--- src/rtl/gpio_port_pkg.sv ---
package gpio_port_pkg;
  typedef enum logic [1:0] {
    SEL_NONE = 2'd0,
    SEL_DATA = 2'd1,
    SEL_DIR  = 2'd2,
    SEL_CFG  = 2'd3
  } reg_sel_e;
endpackage

--- src/rtl/gpio_sync.sv ---
module gpio_sync #(
  parameter int W      = 8,
  parameter int STAGES = 2
) (
  input  logic         clk,
  input  logic         rst,
  input  logic [W-1:0] d_i,
  output logic [W-1:0] q_o
);
  for (genvar b = 0; b < W; b++) begin : g_bit
    logic [STAGES-1:0] chain_q;
    always_ff @(posedge clk) begin
      if (rst) chain_q <= '0;
      else     chain_q <= {chain_q[STAGES-2:0], d_i[b]};
    end
    assign q_o[b] = chain_q[STAGES-1];
  end
endmodule

--- src/rtl/gpio_regs.sv ---
module gpio_regs
  import gpio_port_pkg::*;
#(
  parameter int W         = 8,
  parameter int AW        = 8,
  parameter int DATA_ADDR = 2,
  parameter int DIR_ADDR  = 246,
  parameter int CFG_ADDR  = 247
) (
  input  logic          clk,
  input  logic          rst,
  input  logic [AW-1:0] addr_i,
  input  logic [W-1:0]  wdata_i,
  input  logic          we_i,
  input  logic [W-1:0]  sync_i,
  output logic [W-1:0]  dir_o,
  output logic [W-1:0]  latch_o,
  output logic          drive_o,
  output logic [W-1:0]  rdata_o
);
  localparam logic [AW-1:0] A_DATA = AW'(DATA_ADDR);
  localparam logic [AW-1:0] A_DIR  = AW'(DIR_ADDR);
  localparam logic [AW-1:0] A_CFG  = AW'(CFG_ADDR);

  reg_sel_e       sel;
  logic [W-1:0]   dir_q, latch_q, rd_n, rdata_q;
  logic           drive_q;

  always_comb begin
    if (addr_i == A_DATA)     sel = SEL_DATA;
    else if (addr_i == A_DIR) sel = SEL_DIR;
    else if (addr_i == A_CFG) sel = SEL_CFG;
    else                      sel = SEL_NONE;
  end

  always_ff @(posedge clk) begin
    if (rst) begin
      dir_q   <= '1;
      latch_q <= '0;
      drive_q <= 1'b0;
    end else if (we_i) begin
      case (sel)
        SEL_DATA: latch_q <= wdata_i;
        SEL_DIR:  dir_q   <= wdata_i;
        SEL_CFG:  drive_q <= wdata_i[0];
        default:  ;
      endcase
    end
  end

  always_comb begin
    case (sel)
      SEL_DATA: rd_n = (dir_q & sync_i) | (~dir_q & latch_q);
      SEL_DIR:  rd_n = dir_q;
      SEL_CFG:  rd_n = {{(W-1){1'b0}}, drive_q};
      default:  rd_n = '0;
    endcase
  end

  always_ff @(posedge clk) begin
    if (rst) rdata_q <= '0;
    else     rdata_q <= rd_n;
  end

  assign dir_o   = dir_q;
  assign latch_o = latch_q;
  assign drive_o = drive_q;
  assign rdata_o = rdata_q;

  assert_dir_write_R2: assert property (@(posedge clk) disable iff (rst)
    (we_i && addr_i == A_DIR) |=> (dir_o == $past(wdata_i)));

  assert_cfg_upper_zero_R3: assert property (@(posedge clk) disable iff (rst)
    ($past(addr_i) == A_CFG) |-> (rdata_o[W-1:1] == '0));

  assert_unmapped_read_R12: assert property (@(posedge clk) disable iff (rst)
    ($past(addr_i) != A_DATA && $past(addr_i) != A_DIR && $past(addr_i) != A_CFG)
      |-> (rdata_o == '0));

  assert_unmapped_write_R12: assert property (@(posedge clk) disable iff (rst)
    (we_i && addr_i != A_DATA && addr_i != A_DIR && addr_i != A_CFG)
      |=> ($stable(dir_o) && $stable(latch_o) && $stable(drive_o)));
endmodule

--- src/rtl/gpio_pad_ctl.sv ---
module gpio_pad_ctl #(
  parameter int W = 8
) (
  input  logic         clk,
  input  logic         rst,
  input  logic [W-1:0] dir_i,
  input  logic [W-1:0] latch_i,
  input  logic         drive_i,
  input  logic [W-1:0] pad_in_i,
  input  logic [W-1:0] ext_i,
  output logic [W-1:0] pad_out_o,
  output logic [W-1:0] pad_oe_o,
  output logic [W-1:0] pad_keep_o,
  output logic [W-1:0] level_o
);
  for (genvar b = 0; b < W; b++) begin : g_pin
    logic oe_n, out_n, oe_q, out_q, keep_q, lvl;

    always_comb begin
      if (dir_i[b]) begin
        oe_n  = 1'b0;
        out_n = 1'b0;
      end else if (drive_i) begin
        oe_n  = 1'b1;
        out_n = latch_i[b];
      end else begin
        oe_n  = ~latch_i[b];
        out_n = 1'b0;
      end
    end

    always_comb begin
      if (oe_q)          lvl = out_q;
      else if (ext_i[b]) lvl = pad_in_i[b];
      else               lvl = keep_q;
    end

    always_ff @(posedge clk) begin
      if (rst) begin
        oe_q   <= 1'b0;
        out_q  <= 1'b0;
        keep_q <= 1'b0;
      end else begin
        oe_q   <= oe_n;
        out_q  <= out_n;
        keep_q <= lvl;
      end
    end

    assign pad_oe_o[b]   = oe_q;
    assign pad_out_o[b]  = out_q;
    assign pad_keep_o[b] = keep_q;
    assign level_o[b]    = lvl;
  end

  assert_input_released_R2: assert property (@(posedge clk) disable iff (rst)
    ((pad_oe_o & $past(dir_i)) == '0));

  assert_od_low_only_R5: assert property (@(posedge clk) disable iff (rst)
    (!$past(drive_i)) |-> (pad_out_o == '0));

  assert_pp_enable_R4: assert property (@(posedge clk) disable iff (rst)
    $past(drive_i) |-> (pad_oe_o == ~$past(dir_i)));

  assert_keeper_hold_R11: assert property (@(posedge clk) disable iff (rst)
    (((pad_keep_o ^ $past(pad_keep_o)) & $past(~pad_oe_o & ~ext_i)) == '0));
endmodule

--- src/rtl/gpio_port.sv ---
module gpio_port #(
  parameter int W         = 8,
  parameter int AW        = 8,
  parameter int DATA_ADDR = 2,
  parameter int DIR_ADDR  = 246,
  parameter int CFG_ADDR  = 247,
  parameter int SYNC_LEN  = 2
) (
  input  logic          clk,
  input  logic          rst,
  input  logic [AW-1:0] bus_addr,
  input  logic [W-1:0]  bus_wdata,
  input  logic          bus_we,
  output logic [W-1:0]  bus_rdata,
  input  logic [W-1:0]  pad_in,
  input  logic [W-1:0]  pad_ext,
  output logic [W-1:0]  pad_out,
  output logic [W-1:0]  pad_oe,
  output logic [W-1:0]  pad_keep
);
  logic [W-1:0] dir_w, latch_w, level_w, sync_w;
  logic         drive_w;

  gpio_regs #(
    .W(W), .AW(AW), .DATA_ADDR(DATA_ADDR), .DIR_ADDR(DIR_ADDR), .CFG_ADDR(CFG_ADDR)
  ) u_regs (
    .clk(clk), .rst(rst), .addr_i(bus_addr), .wdata_i(bus_wdata), .we_i(bus_we),
    .sync_i(sync_w), .dir_o(dir_w), .latch_o(latch_w), .drive_o(drive_w),
    .rdata_o(bus_rdata)
  );

  gpio_pad_ctl #(.W(W)) u_pad (
    .clk(clk), .rst(rst), .dir_i(dir_w), .latch_i(latch_w), .drive_i(drive_w),
    .pad_in_i(pad_in), .ext_i(pad_ext), .pad_out_o(pad_out), .pad_oe_o(pad_oe),
    .pad_keep_o(pad_keep), .level_o(level_w)
  );

  gpio_sync #(.W(W), .STAGES(SYNC_LEN)) u_sync (
    .clk(clk), .rst(rst), .d_i(level_w), .q_o(sync_w)
  );
endmodule

--- config.mk ---
export PLATFORM = sky130hd
export DESIGN_NAME = gpio_port
export DESIGN_NICKNAME = d
export VERILOG_FILES = /design/src/rtl/gpio_port_pkg.sv /design/src/rtl/gpio_sync.sv /design/src/rtl/gpio_regs.sv /design/src/rtl/gpio_pad_ctl.sv /design/src/rtl/gpio_port.sv
export SDC_FILE = /design/constraint.sdc
export NUM_CORES = 1
export LEC_CHECK = 0
export BUFFER_PORTS_ARGS = -buffer_cell sky130_fd_sc_hd__buf_2
export CAP_MARGIN = 20
export CORE_MARGIN = 3
export CORE_UTILIZATION = 50
export CTS_CLUSTER_DIAMETER = 80
export DETAILED_ROUTE_END_ITERATION = 6
export GPL_TIMING_DRIVEN = 0
export HOLD_SLACK_MARGIN = 0.15
export PLACE_DENSITY = 0.83
export SYNTH_ARGS = -nofsm -noshare
export SYNTH_HDL_FRONTEND = slang
export SYNTH_SLANG_ARGS = --single-unit
--- constraint.sdc ---
create_clock -name clk -period 2.14 [get_ports clk]
set_input_delay 0.214 -clock clk [delete_from_list [all_inputs] [get_ports clk]]
set_output_delay 0.214 -clock clk [all_outputs]
set_load 0.02 [all_outputs]
# Word-level counts from Yosys, hierarchy flattened
# Cells that the tools add are included.
dict set report word_totals {
  word_cells 102
  reg_bits 65
  out_inout_bits 32
  input_bits 35
}
dict set report op_classes {
  reduce_logical 19
  bitwise 13
  mux 28
  eq_ne 6
}
# cell n
set op_table {}
lappend op_table {{$mux 1} 24}
lappend op_table {{$pmux 8 s3} 1}
lappend op_table {{$reduce_or 3->1} 8}
lappend op_table {{$and 8x8->8} 2}
lappend op_table {{$eq 8x8->1 const B} 2}
lappend op_table {{$reduce_or 2->1} 8}
lappend op_table {{$not 1->1} 9}
lappend op_table {{$eq 8x2->1 const B} 1}
lappend op_table {{$not 8->8} 1}
lappend op_table {{$or 8x8->8} 1}
lappend op_table {{$mux 2} 3}
lappend op_table {{$reduce_and 2->1} 3}
lappend op_table {{$eq 2x2->1 const B} 2}
lappend op_table {{$eq 2x1->1 const B} 1}

# Logic depth before layout (Yosys ltp)
# Gate-level depths: netlist (run 1).
dict set report depth {
  ltp_word 6
  depth_mapped 5
  ltp_nobuf 4
}

# By module
# Synthesis (run 1) repeated with hierarchy kept, for this count alone.
dict set report hier_totals {
  hier_cells 297
  hier_area_um2 2822.7
}
# mod n_inst cells_each seq_area_each_um2 area_per_inst_um2
set by_module_without_submodules {}
lappend by_module_without_submodules {gpio_pad_ctl 1 124 480.5 1213.7}
lappend by_module_without_submodules {gpio_regs 1 132 500.5 1084.8}
lappend by_module_without_submodules {gpio_sync 1 41 320.3 524.3}

# Worst setup path before layout (run 1)
# No wires, ideal clock.
dict set report synth_path {
  path_type {input to register}
  from {input port bus_addr[2]}
  to {register u_regs.latch_q[0] (netlist: u_regs.latch_o[0])}
  arrival_ns 1.477
  n_path_buf 1
  required_ns 2.008
  setup_ns 0.132
  setup_slack_ns 0.530
  stages 5
  path_cell_list {or4_4 -> or4b_1 -> buf_2 -> nand2_1 -> a21oi_1}
}
dict set report synth_between {
  elab_chain_cells 6
  elab_cells_between_ends 8
  cone_classes {eq/ne: 4; mux: 3; reduce/logical: 1}
}
# element line_no
set synth_lines {}
lappend synth_lines {{from (decl)} gpio_port.sv:11} ;# input logic [AW-1:0] bus_addr,
lappend synth_lines {{$eq 8x8->1} gpio_regs.sv:32} ;# else if (addr_i == A_CFG) sel = SEL_CFG;
lappend synth_lines {{$mux 2} gpio_regs.sv:32}
lappend synth_lines {{$mux 2} gpio_regs.sv:31} ;# else if (addr_i == A_DIR) sel = SEL_DIR;
lappend synth_lines {{$mux 2 *} gpio_regs.sv:30} ;# if (addr_i == A_DATA) sel = SEL_DATA;
lappend synth_lines {{$eq 2x1->1 *} gpio_regs.sv:42} ;# case (sel)
lappend synth_lines {{$reduce_and 2->1 (no source line) *} n/a}
lappend synth_lines {{to (signal assigned)} gpio_regs.sv:43} ;# SEL_DATA: latch_q <= wdata_i;
lappend synth_lines {{to (decl)} gpio_regs.sv:26} ;# logic [W-1:0] dir_q, latch_q, rd_n, rdata_q;
# Mark *: on every way between the ends. The rest lies on a longest branch, timed or not.
# A chain may end at the register's enable or synchronous reset.

# Worst setup path in the final report (run 1)
dict set report layout_path {
  from {input port bus_addr[2]}
  to {register u_regs.rdata_q[3] (netlist: u_regs.rdata_o[3])}
}
dict set report layout_between {
  elab_chain_cells 6
  elab_cells_between_ends 10
  cone_classes {eq/ne: 6; mux: 4}
}
# element line_no
set layout_lines {}
lappend layout_lines {{$eq 8x8->1} gpio_regs.sv:32}
lappend layout_lines {{$mux 2} gpio_regs.sv:32}
lappend layout_lines {{$mux 2} gpio_regs.sv:31}
lappend layout_lines {{$mux 2 *} gpio_regs.sv:30}
lappend layout_lines {{$eq 2x2->1 / $eq 2x1->1 (equally long branches)} gpio_regs.sv:52} ;# case (sel)
lappend layout_lines {{$pmux 8 s3 *} gpio_regs.sv:52}
lappend layout_lines {{to (signal assigned)} gpio_regs.sv:62} ;# else rdata_q <= rd_n;
lappend layout_lines {{to (decl)} gpio_regs.sv:26}
# Marks and branches as above.

==> results of run 1 <==
-- stage by stage --
stage               utilization (%)  cells  setup WS (ps)  power, mW  hold WS, ps
finish                        70.08    379          483.2      2.270        178.1
global route                  70.08    379          415.1      2.343        173.0
CTS                           70.08    379          475.1      2.284        166.4
detailed placement            63.42    356          143.5      1.247        469.8
global placement              63.42    356          186.3      1.242        463.2
floorplan                         -    241          530.4      1.184        361.5
-- metal layers --
layer	up-vias	track usage [%]	part of all wire, %
met3	16	4.959	7.7
met4	0	15.57	2.5
li1	975	-	-
met1	947	26.09	40
met5	-	0	0
met2	71	35.55	50
-- what timing repair did --
item,CTS,global route
hold buffers,7,0
hold endpoints to repair,7,0
buffers inserted,0,0
-- power by group --
group	switching (mW)	internal, mW	total, mW
combinational	0.0737	0.0729	0.147
clock	0.406	0.632	1.04
sequential	0.00875	1.08	1.09
-- flip-flops by register name, indices dropped and copies added, names as in the netlist --
name / count
u_sync.g_bit.chain_q: 16
u_pad.g_pin.oe_q: 8
u_regs.dir_o: 8
u_pad.g_pin.out_q: 8
u_regs.latch_o: 8
u_regs.drive_o: 1
u_regs.rdata_o: 8
-- worst max path at each step --
| stage | from | endpoint | slack, ps | cells after the start |
|---|---|---|---|---|
| global placement | bus_addr[2] | u_regs.rdata_o[6] | 190 | 5 |
| global route | bus_addr[2] | u_regs.rdata_o[3] | 420 | 5 |
| CTS | bus_addr[2] | u_regs.rdata_o[3] | 480 | 5 |
| floorplan | bus_addr[2] | u_regs.latch_o[0] | 530 | 5 |
| detailed placement | bus_addr[2] | u_regs.rdata_o[3] | 140 | 5 |
| finish | bus_addr[2] | u_regs.rdata_o[3] | 480 | 5 |
-- kinds of logic (layout without fill, tap and decap cells) --
group | Yosys count | in the layout
buf+inv | 45 | 133
mux | 10 | 10
compound gates | 47 | 47
simple gates | 82 | 82
flops | 57 | 57
-- final cells by class --
cell class	instances	share of cell area [%]
Buffer	35	7.916
Clock buffer	14	5.905
Clock inverter	2	1.198
Inverter	10	1.284
Multi-Input combinational cell	139	29.01
Sequential cell	57	39.02
Tap cell	50	2.139
Timing Repair Buffer	72	13.52
-- cells in the final DEF (no fill, tap or decap), types with 2 or more instances in the layout --
| cell type | netlist | final |
|---|---|---|
| sky130_fd_sc_hd__buf_2 | 2 | 67 |
| sky130_fd_sc_hd__nor2_1 | 27 | 27 |
| sky130_fd_sc_hd__clkbuf_8 | 0 | 12 |
| sky130_fd_sc_hd__buf_4 | 24 | 24 |
| sky130_fd_sc_hd__dfxtp_1 | 57 | 57 |
| sky130_fd_sc_hd__nor3b_1 | 7 | 7 |
| sky130_fd_sc_hd__a21oi_1 | 22 | 22 |
| sky130_fd_sc_hd__nor2b_1 | 8 | 8 |
| sky130_fd_sc_hd__nand3_1 | 11 | 11 |
| sky130_fd_sc_hd__inv_1 | 10 | 10 |
| sky130_fd_sc_hd__nand2b_1 | 4 | 4 |
| sky130_fd_sc_hd__a211o_1 | 8 | 8 |
| sky130_fd_sc_hd__clkbuf_1 | 8 | 10 |
| sky130_fd_sc_hd__a311oi_1 | 6 | 6 |
| sky130_fd_sc_hd__nand2_1 | 17 | 17 |
| sky130_fd_sc_hd__mux2i_1 | 9 | 9 |
| sky130_fd_sc_hd__and4b_1 | 2 | 2 |
| sky130_fd_sc_hd__dlygate4sd3_1 | 0 | 7 |
| sky130_fd_sc_hd__a211oi_1 | 8 | 8 |
-- worst max-delay path, stage by stage --
cell,delay [ps]
sky130_fd_sc_hd__buf_2,100
sky130_fd_sc_hd__or4_4,540
sky130_fd_sc_hd__nor4_4,370
sky130_fd_sc_hd__o21bai_1,340
sky130_fd_sc_hd__a311oi_1,320
==> run summary, run 1 <==
FINAL LAYOUT
--------------------------------------------------------------------------------
Count of nets after finishing .....................................          359
Layout cell share with drive strength beyond 1 ....................       33.13%
Layout Area Growth over Synthesis .................................       29.47%
Sequential cell area .............................................. 0.001141 mm^2
Total area of multi-input combinational cells .....................   848.3 um^2
Final non-filler cell area ........................................ 0.002924 mm^2
Filler Cell Count .................................................          354
Total inserted antenna cells ......................................            0

DRT
--------------------------------------------------------------------------------
Number of vias in the routed layout ...............................         2009
TritonRoute pass-1 iters ..........................................            4
Routed wire per std cell ..........................................     14.06 um
Drt drc ...........................................................            0
Antenna Nets Post-Route ...........................................            0
Post-DR vias/cell .................................................        5.301
Final WL ..........................................................      5330 um
First DRT Iteration DRCs ..........................................          160

CRITICAL PATH
--------------------------------------------------------------------------------
Capturing element type of the critical path .......................    flip-flop
Worst reg2reg path startpoint ..................................... u_regs.drive_o
Element type at the critical path start ...........................   input port
End of the worst register-to-register path ........................ u_regs.drive_o
Path type of the worst setup path ................................. input port to flip-flop
Worst R2R Setup Slack .............................................      1050 ps
Largest fanout of any net on the critical path ....................            7
Worst Path Required ...............................................      2370 ps
Arrival @ worst endpoint ..........................................      1890 ps
Number of cells on the worst reg-to-reg path ......................            3

STA
--------------------------------------------------------------------------------
Setup repair after global routing missed its margin ...............           no
Upper clock frequency limit .......................................   0.6036 GHz
Actual transition at the worst max-transition pin .................     707.3 ps
Setup violators final .............................................            0
Number of pins with negative max-slew slack in the final report ...            0
Max-slew headroom .................................................       52.75%
Total count of hold-check failures in the final report ............            0
Share of the clock period used by the worst path after layout .....       77.42%
Total negative slack for setup checks .............................         0 ps
Shortest clock period the worst path allows after layout ..........      1657 ps
Setup clock skew after layout .....................................     6.233 ps

YOSYS
--------------------------------------------------------------------------------
Main combinational cell family by area after synthesis ............ simple AND/OR/NAND/NOR gates
Async set-reset flop share out of synthesis .......................           0%
Fraction of the mapped netlist area in compound gates .............       13.91%
Top cells by count, synth ......................................... sky130_fd_sc_hd__dfxtp_1 (57), sky130_fd_sc_hd__nor2_1 (27), sky130_fd_sc_hd__buf_4 (24)
Post-synth net total ..............................................          276
Area share of the leading cell type in the synthesized netlist ....       50.53%
Yosys warning count ...............................................            0
Post-Synthesis Mean Instance Area .................................   9.371 um^2
Proportion of synthesized chip area in sequential cells ...........       50.53%
Count of flip-flops with a built-in enable after synthesis ........            0
Post-synthesis mux area share .....................................       4.488%
Syn Std Cell Area ................................................. 0.002258 mm^2
Library cell with the highest instance count after synthesis ...... sky130_fd_sc_hd__dfxtp_1
Count of unique library cells instantiated by Yosys ...............           28
Xor-xnor portion of the synthesized cell area .....................           0%
Register bit total from synthesis .................................           57
Area contributors post-synth ...................................... sky130_fd_sc_hd__dfxtp_1 (51%), sky130_fd_sc_hd__buf_4 (8.0%), sky130_fd_sc_hd__a21oi_1 (4.9%)
Simple-Gate Fraction of Synth Area ................................       19.17%
Cell accounting for the most synthesized area ..................... sky130_fd_sc_hd__dfxtp_1
Ys flop type ...................................................... sky130_fd_sc_hd__dfxtp_1
Cell count after synthesis ........................................          241
Adder-cell area share of the yosys netlist ........................           0%

CLOCK NETWORK
--------------------------------------------------------------------------------
Clock Pin Slew Worst Setup and Hold Paths .........................        60 ps
Count of instances resized after the clock tree is built ..........            0
Worst skew pair latency ...........................................       340 ps
Number of clock sinks .............................................           57
CTS tree ..........................................................         done
Depth of the CTS H-tree ...........................................            3
CTS Buffer Depth ..................................................            2
Clock buffers created by TritonCTS ................................            9
Master cell of the clock root buffer .............................. sky130_fd_sc_hd__clkbuf_8

PLACEMENT
--------------------------------------------------------------------------------
Number of port buffers ............................................           65
Final Wtd Congestion ..............................................       0.7619
HPWL Detailed .....................................................      3633 um
Area after DPL .................................................... 0.002646 mm^2

WORST HOLD PATH
--------------------------------------------------------------------------------
Class of the tightest hold or removal check ....................... input port to flip-flop
End point of the most critical hold path .......................... u_regs.latch_o[1]
HP Start .......................................................... bus_wdata[1]
Hold path cells ...................................................            3

FLOORPLAN
--------------------------------------------------------------------------------
Initial core utilization ..........................................       54.12%
Die area .......................................................... 0.005359 mm^2
Area inside the core boundary ..................................... 0.004173 mm^2
Die width .........................................................     73.21 um
I/O pin count .....................................................           67
Floorplan row count ...............................................           23
Die Y-Extent ......................................................     73.21 um

PWR
--------------------------------------------------------------------------------
Worst vdd ir ......................................................     395.4 uV
Pwr/cell area ..................................................... 776.3 mW/mm^2
Leakage power summed over all cells ...............................     1.354 nW

GLOBAL ROUTE
--------------------------------------------------------------------------------
Wire length of the first global-routing pass ......................      8728 um
GRT overflow ......................................................            0
Number of antenna violations at the first check in global routing .            0
Combined global-route utilization of all metal layers .............       22.21%
Pin count of the biggest net entering global routing ..............           11
Vias in the first global route ....................................         1907

RUN STATUS
--------------------------------------------------------------------------------
Run status ........................................................ complete, no violations

RUN
--------------------------------------------------------------------------------
Max-cap violation count ...........................................            0

(Power assumes the default switching activity.)
==> run 2, diff against run 1 <==
--- a/config.mk
+++ b/config.mk
@@ -5,10 +5,11 @@
 export SDC_FILE = /design/constraint.sdc
 export NUM_CORES = 1
 export LEC_CHECK = 0
+export ABC_AREA = 1
 export BUFFER_PORTS_ARGS = -buffer_cell sky130_fd_sc_hd__buf_2
 export CAP_MARGIN = 20
 export CORE_MARGIN = 3
-export CORE_UTILIZATION = 50
+export CORE_UTILIZATION = 51
 export CTS_CLUSTER_DIAMETER = 80
 export DETAILED_ROUTE_END_ITERATION = 6
 export GPL_TIMING_DRIVEN = 0
==> constraint.sdc (replaced) <==
create_clock -name clk -period 1.7 [get_ports clk]
set_input_delay 0.17 -clock clk [delete_from_list [all_inputs] [get_ports clk]]
set_output_delay 0.17 -clock clk [all_outputs]
set_load 0.02 [all_outputs]
==> run 2 against run 1 <==
Sequential cell count did not move; non-clock buffer count fell by 2; worst setup slack got worse by 340 ps; combinational power rose by 37%; largest power group unchanged; largest cell class unchanged; via count rose by 11%; highest routed layer unchanged; worst hold slack improved by 23 ps; clock skew rose by 0.97 ps; core utilization fell by 0.95 points.
==> run summary, run 2 <==
DRT
--------------------------------------------------------------------------------
First DRT Iteration DRCs ..........................................           87   -46%
Drt drc ...........................................................            0   unchanged
Antenna Nets Post-Route ...........................................            0   unchanged
Post-DR vias/cell .................................................        5.029   -5.1%
Routed wire per std cell ..........................................     12.72 um   -9.5%
Number of vias in the routed layout ...............................         2238   +11%
Final WL ..........................................................      5661 um   +6.2%
TritonRoute pass-1 iters ..........................................            4   unchanged

CLOCK NETWORK
--------------------------------------------------------------------------------
CTS tree ..........................................................         done
Worst skew pair latency ...........................................       330 ps   about the same
Count of instances resized after the clock tree is built ..........            0   unchanged
Post-cts hold buffer count ........................................            9   +2
Clock buffers created by TritonCTS ................................            9   unchanged
Master cell of the clock root buffer .............................. sky130_fd_sc_hd__clkbuf_8
CTS Buffer Depth ..................................................            2   unchanged
Depth of the CTS H-tree ...........................................            3   unchanged
Number of clock sinks .............................................           57   unchanged
Clock Pin Slew Worst Setup and Hold Paths .........................        60 ps   about the same
# Post-CTS Setup Buffers ..........................................            0   unchanged

CRITICAL PATH
--------------------------------------------------------------------------------
Path type of the worst setup path ................................. input port to flip-flop
CP max stage cell ................................................. sky130_fd_sc_hd__dlygate4sd3_1
Largest fanout of any net on the critical path ....................            9   +2
Element type at the critical path start ...........................   input port
Largest delay share family, worst path ............................ buffers and inverters
Arrival @ worst endpoint ..........................................      1790 ps   -100 ps
Sequence of cells on the critical path ............................ dlygate4sd3_1, buf_2, inv_1, nand2_1, nor3_1
Worst Path Required ...............................................      1940 ps   -430 ps
Max stage delay on crit path ......................................       530 ps   about the same
Buffers plus inverters on the worst setup path ....................            3   +2
Capturing element type of the critical path .......................    flip-flop

YOSYS
--------------------------------------------------------------------------------
Post-synth net total ..............................................          339   +23%
Ys flop type ...................................................... sky130_fd_sc_hd__dfxtp_1
Library cell with the highest instance count after synthesis ...... sky130_fd_sc_hd__nand2_1
Proportion of synthesized chip area in sequential cells ...........       46.94%   -3.6 points
Cell accounting for the most synthesized area ..................... sky130_fd_sc_hd__dfxtp_1
Cell count after synthesis ........................................          304   +26%
Count of unique library cells instantiated by Yosys ...............           24   -14%
Post-Synthesis Mean Instance Area .................................   7.997 um^2   -15%
Area share of the leading cell type in the synthesized netlist ....       46.94%   -3.6 points
Async set-reset flop share out of synthesis .......................           0%   unchanged
Count of flip-flops with a built-in enable after synthesis ........            0   unchanged
Yosys warning count ...............................................            0   unchanged
Area contributors post-synth ...................................... sky130_fd_sc_hd__dfxtp_1 (47%), sky130_fd_sc_hd__nand2_1 (11%), sky130_fd_sc_hd__buf_4 (7.7%)
Syn Std Cell Area ................................................. 0.002431 mm^2   +7.6%
Top cells by count, synth ......................................... sky130_fd_sc_hd__nand2_1 (69), sky130_fd_sc_hd__dfxtp_1 (57), sky130_fd_sc_hd__inv_1 (29)
Register bit total from synthesis .................................           57   unchanged

PWR
--------------------------------------------------------------------------------
Pwr/cell area ..................................................... 870.8 mW/mm^2   +12%
Worst vdd ir ......................................................     533.7 uV   +35%
Leakage power summed over all cells ...............................     1.425 nW   +5.2%

FINAL LAYOUT
--------------------------------------------------------------------------------
Total inserted antenna cells ......................................            0   unchanged
Sequential cell area .............................................. 0.001141 mm^2   unchanged
Layout cell share with drive strength beyond 1 ....................       32.82%   -0.31 points
Leading cell types in the layout, fill and taps excluded .......... sky130_fd_sc_hd__nand2_1 (69), sky130_fd_sc_hd__buf_2 (67), sky130_fd_sc_hd__dfxtp_1 (57)
Count of nets after finishing .....................................          424   +18%
Layout Area Growth over Synthesis .................................       27.23%
Total area of multi-input combinational cells .....................   924.6 um^2   +9.0%
Leading cell type in the layout, fill and taps excluded ........... sky130_fd_sc_hd__nand2_1
Filler Cell Count .................................................          371   +4.8%
Register with the most flip-flops ................................. u_sync.g_bit.chain_q
Max FFs per register ..............................................           16   unchanged

FLOORPLAN
--------------------------------------------------------------------------------
Die area .......................................................... 0.005631 mm^2   +5.1%
Die Y-Extent ......................................................     75.04 um   +2.5%
I/O pin count .....................................................           67   unchanged
Die width .........................................................     75.04 um   +2.5%
Area inside the core boundary ..................................... 0.004474 mm^2   +7.2%
Floorplan row count ...............................................           24   +4.3%
Initial core utilization ..........................................       54.33%   +0.21 points

WORST HOLD PATH
--------------------------------------------------------------------------------
Class of the tightest hold or removal check ....................... input port to flip-flop

RUN
--------------------------------------------------------------------------------
Max-cap violation count ...........................................            0   unchanged

GLOBAL ROUTE
--------------------------------------------------------------------------------
GRT overflow ......................................................            0   unchanged
Number of antenna violations at the first check in global routing .            0   unchanged
Met2 track demand over resource ...................................       37.43%   +1.9 points
Combined global-route utilization of all metal layers .............       21.95%   -0.26 points
Grt peak-use layer ................................................         met2
Global-route track usage on met3 ..................................       4.539%   -0.42 points
Met1 Track Usage GR ...............................................       25.79%   -0.30 points
Wire length of the first global-routing pass ......................      9218 um   +5.6%
Pin count of the biggest net entering global routing ..............           11   unchanged
Vias in the first global route ....................................         2091   +9.6%

STA
--------------------------------------------------------------------------------
Least setup slack across all paths after layout ...................     147.4 ps   -335.8 ps
Share of the clock period used by the worst path after layout .....       91.33%
Setup violators final .............................................            0   unchanged
Setup repair after global routing missed its margin ...............           no
Setup clock skew after layout .....................................     7.200 ps   +0.9664 ps
Max-slew headroom .................................................       59.80%   +7.1 points
Shortest clock period the worst path allows after layout ..........      1553 ps
Number of pins with negative max-slew slack in the final report ...            0   unchanged
Actual transition at the worst max-transition pin .................     603.0 ps   -104.4 ps
Upper clock frequency limit .......................................   0.6441 GHz
Total count of hold-check failures in the final report ............            0   unchanged
Total negative slack for setup checks .............................         0 ps   unchanged

PLACEMENT
--------------------------------------------------------------------------------
Final Wtd Congestion ..............................................       0.8947   +17%
DP Worst Slack ....................................................     357.0 ps   +213.6 ps
Number of port buffers ............................................           65   unchanged
HPWL Detailed .....................................................      3938 um   +8.4%

RUN STATUS
--------------------------------------------------------------------------------
Run status ........................................................ complete, no violations

run 2: logic make-up (layout without fill, tap and decap cells):
group | count (synthesis) | after routing | synth area share, %
compound gates | 48 | 48 | 11.63
buf+inv | 65 | 154 | 15.03
flops | 57 | 57 | 46.94
simple gates | 134 | 134 | 26.40
run 2: area by class of cell:
| type | instances | area share [%] |
|---|---|---|
| inverters | 34 | 4.450 |
| well taps | 52 | 2.104 |
| clock inverters | 2 | 0.4045 |
| flip-flops and latches | 57 | 36.89 |
| repair buffers | 74 | 13.43 |
| clock buffers | 13 | 5.461 |
| plain buffers | 31 | 7.362 |
| multi-input cells | 182 | 29.89 |
run 2: worst paths after layout:
check                           slack (ps)                    endpoint                       start  depth (start not counted)
worst max-delay path                   150        u_pad.g_pin[6].out_q                         rst                          5
worst min register to register         460  u_sync.g_bit[2].chain_q[1]  u_sync.g_bit[2].chain_q[0]                          2
worst max register to register         700           u_regs.rdata_o[1]           u_regs.latch_o[1]                          4
worst min-delay path                   200  u_sync.g_bit[0].chain_q[0]                  pad_ext[0]                          4
run 2: routing by layer:
layer / wire (um) / share of wire (%) / vias to the layer above
li1: - / - / 1138
met1: 2447 / 43 / 1002
met2: 2715 / 48 / 84
met3: 377 / 6.7 / 14
met4: 121 / 2.1 / 0
met5: 0 / 0 / -
run 2: report_power, final:
group / switching [mW] / leakage, nW / internal [mW]
Sequential: 0.00766 / 0.462 / 1.35
Clock: 0.492 / 0.0915 / 0.638
Combinational: 0.114 / 0.872 / 0.0881
run 2: through the flow:
stage               utilization (%)  hold WS (ps)  instances  power [mW]  area, um^2
finish                        69.13         201.2        445       2.693        3093
global route                  69.13         200.4        445       2.786        3093
CTS                           69.13         184.5        445       2.715        3093
detailed placement            63.06         393.4        421       1.577        2821
global placement              63.06         391.6        421       1.572        2821
floorplan                         -         283.2        304       1.490        2431
run 2: tightest hold or removal path: stages:
cell,delay (ps)
sky130_fd_sc_hd__buf_2,90
sky130_fd_sc_hd__nor3_1,40
sky130_fd_sc_hd__o21ai_0,140
sky130_fd_sc_hd__inv_1,40
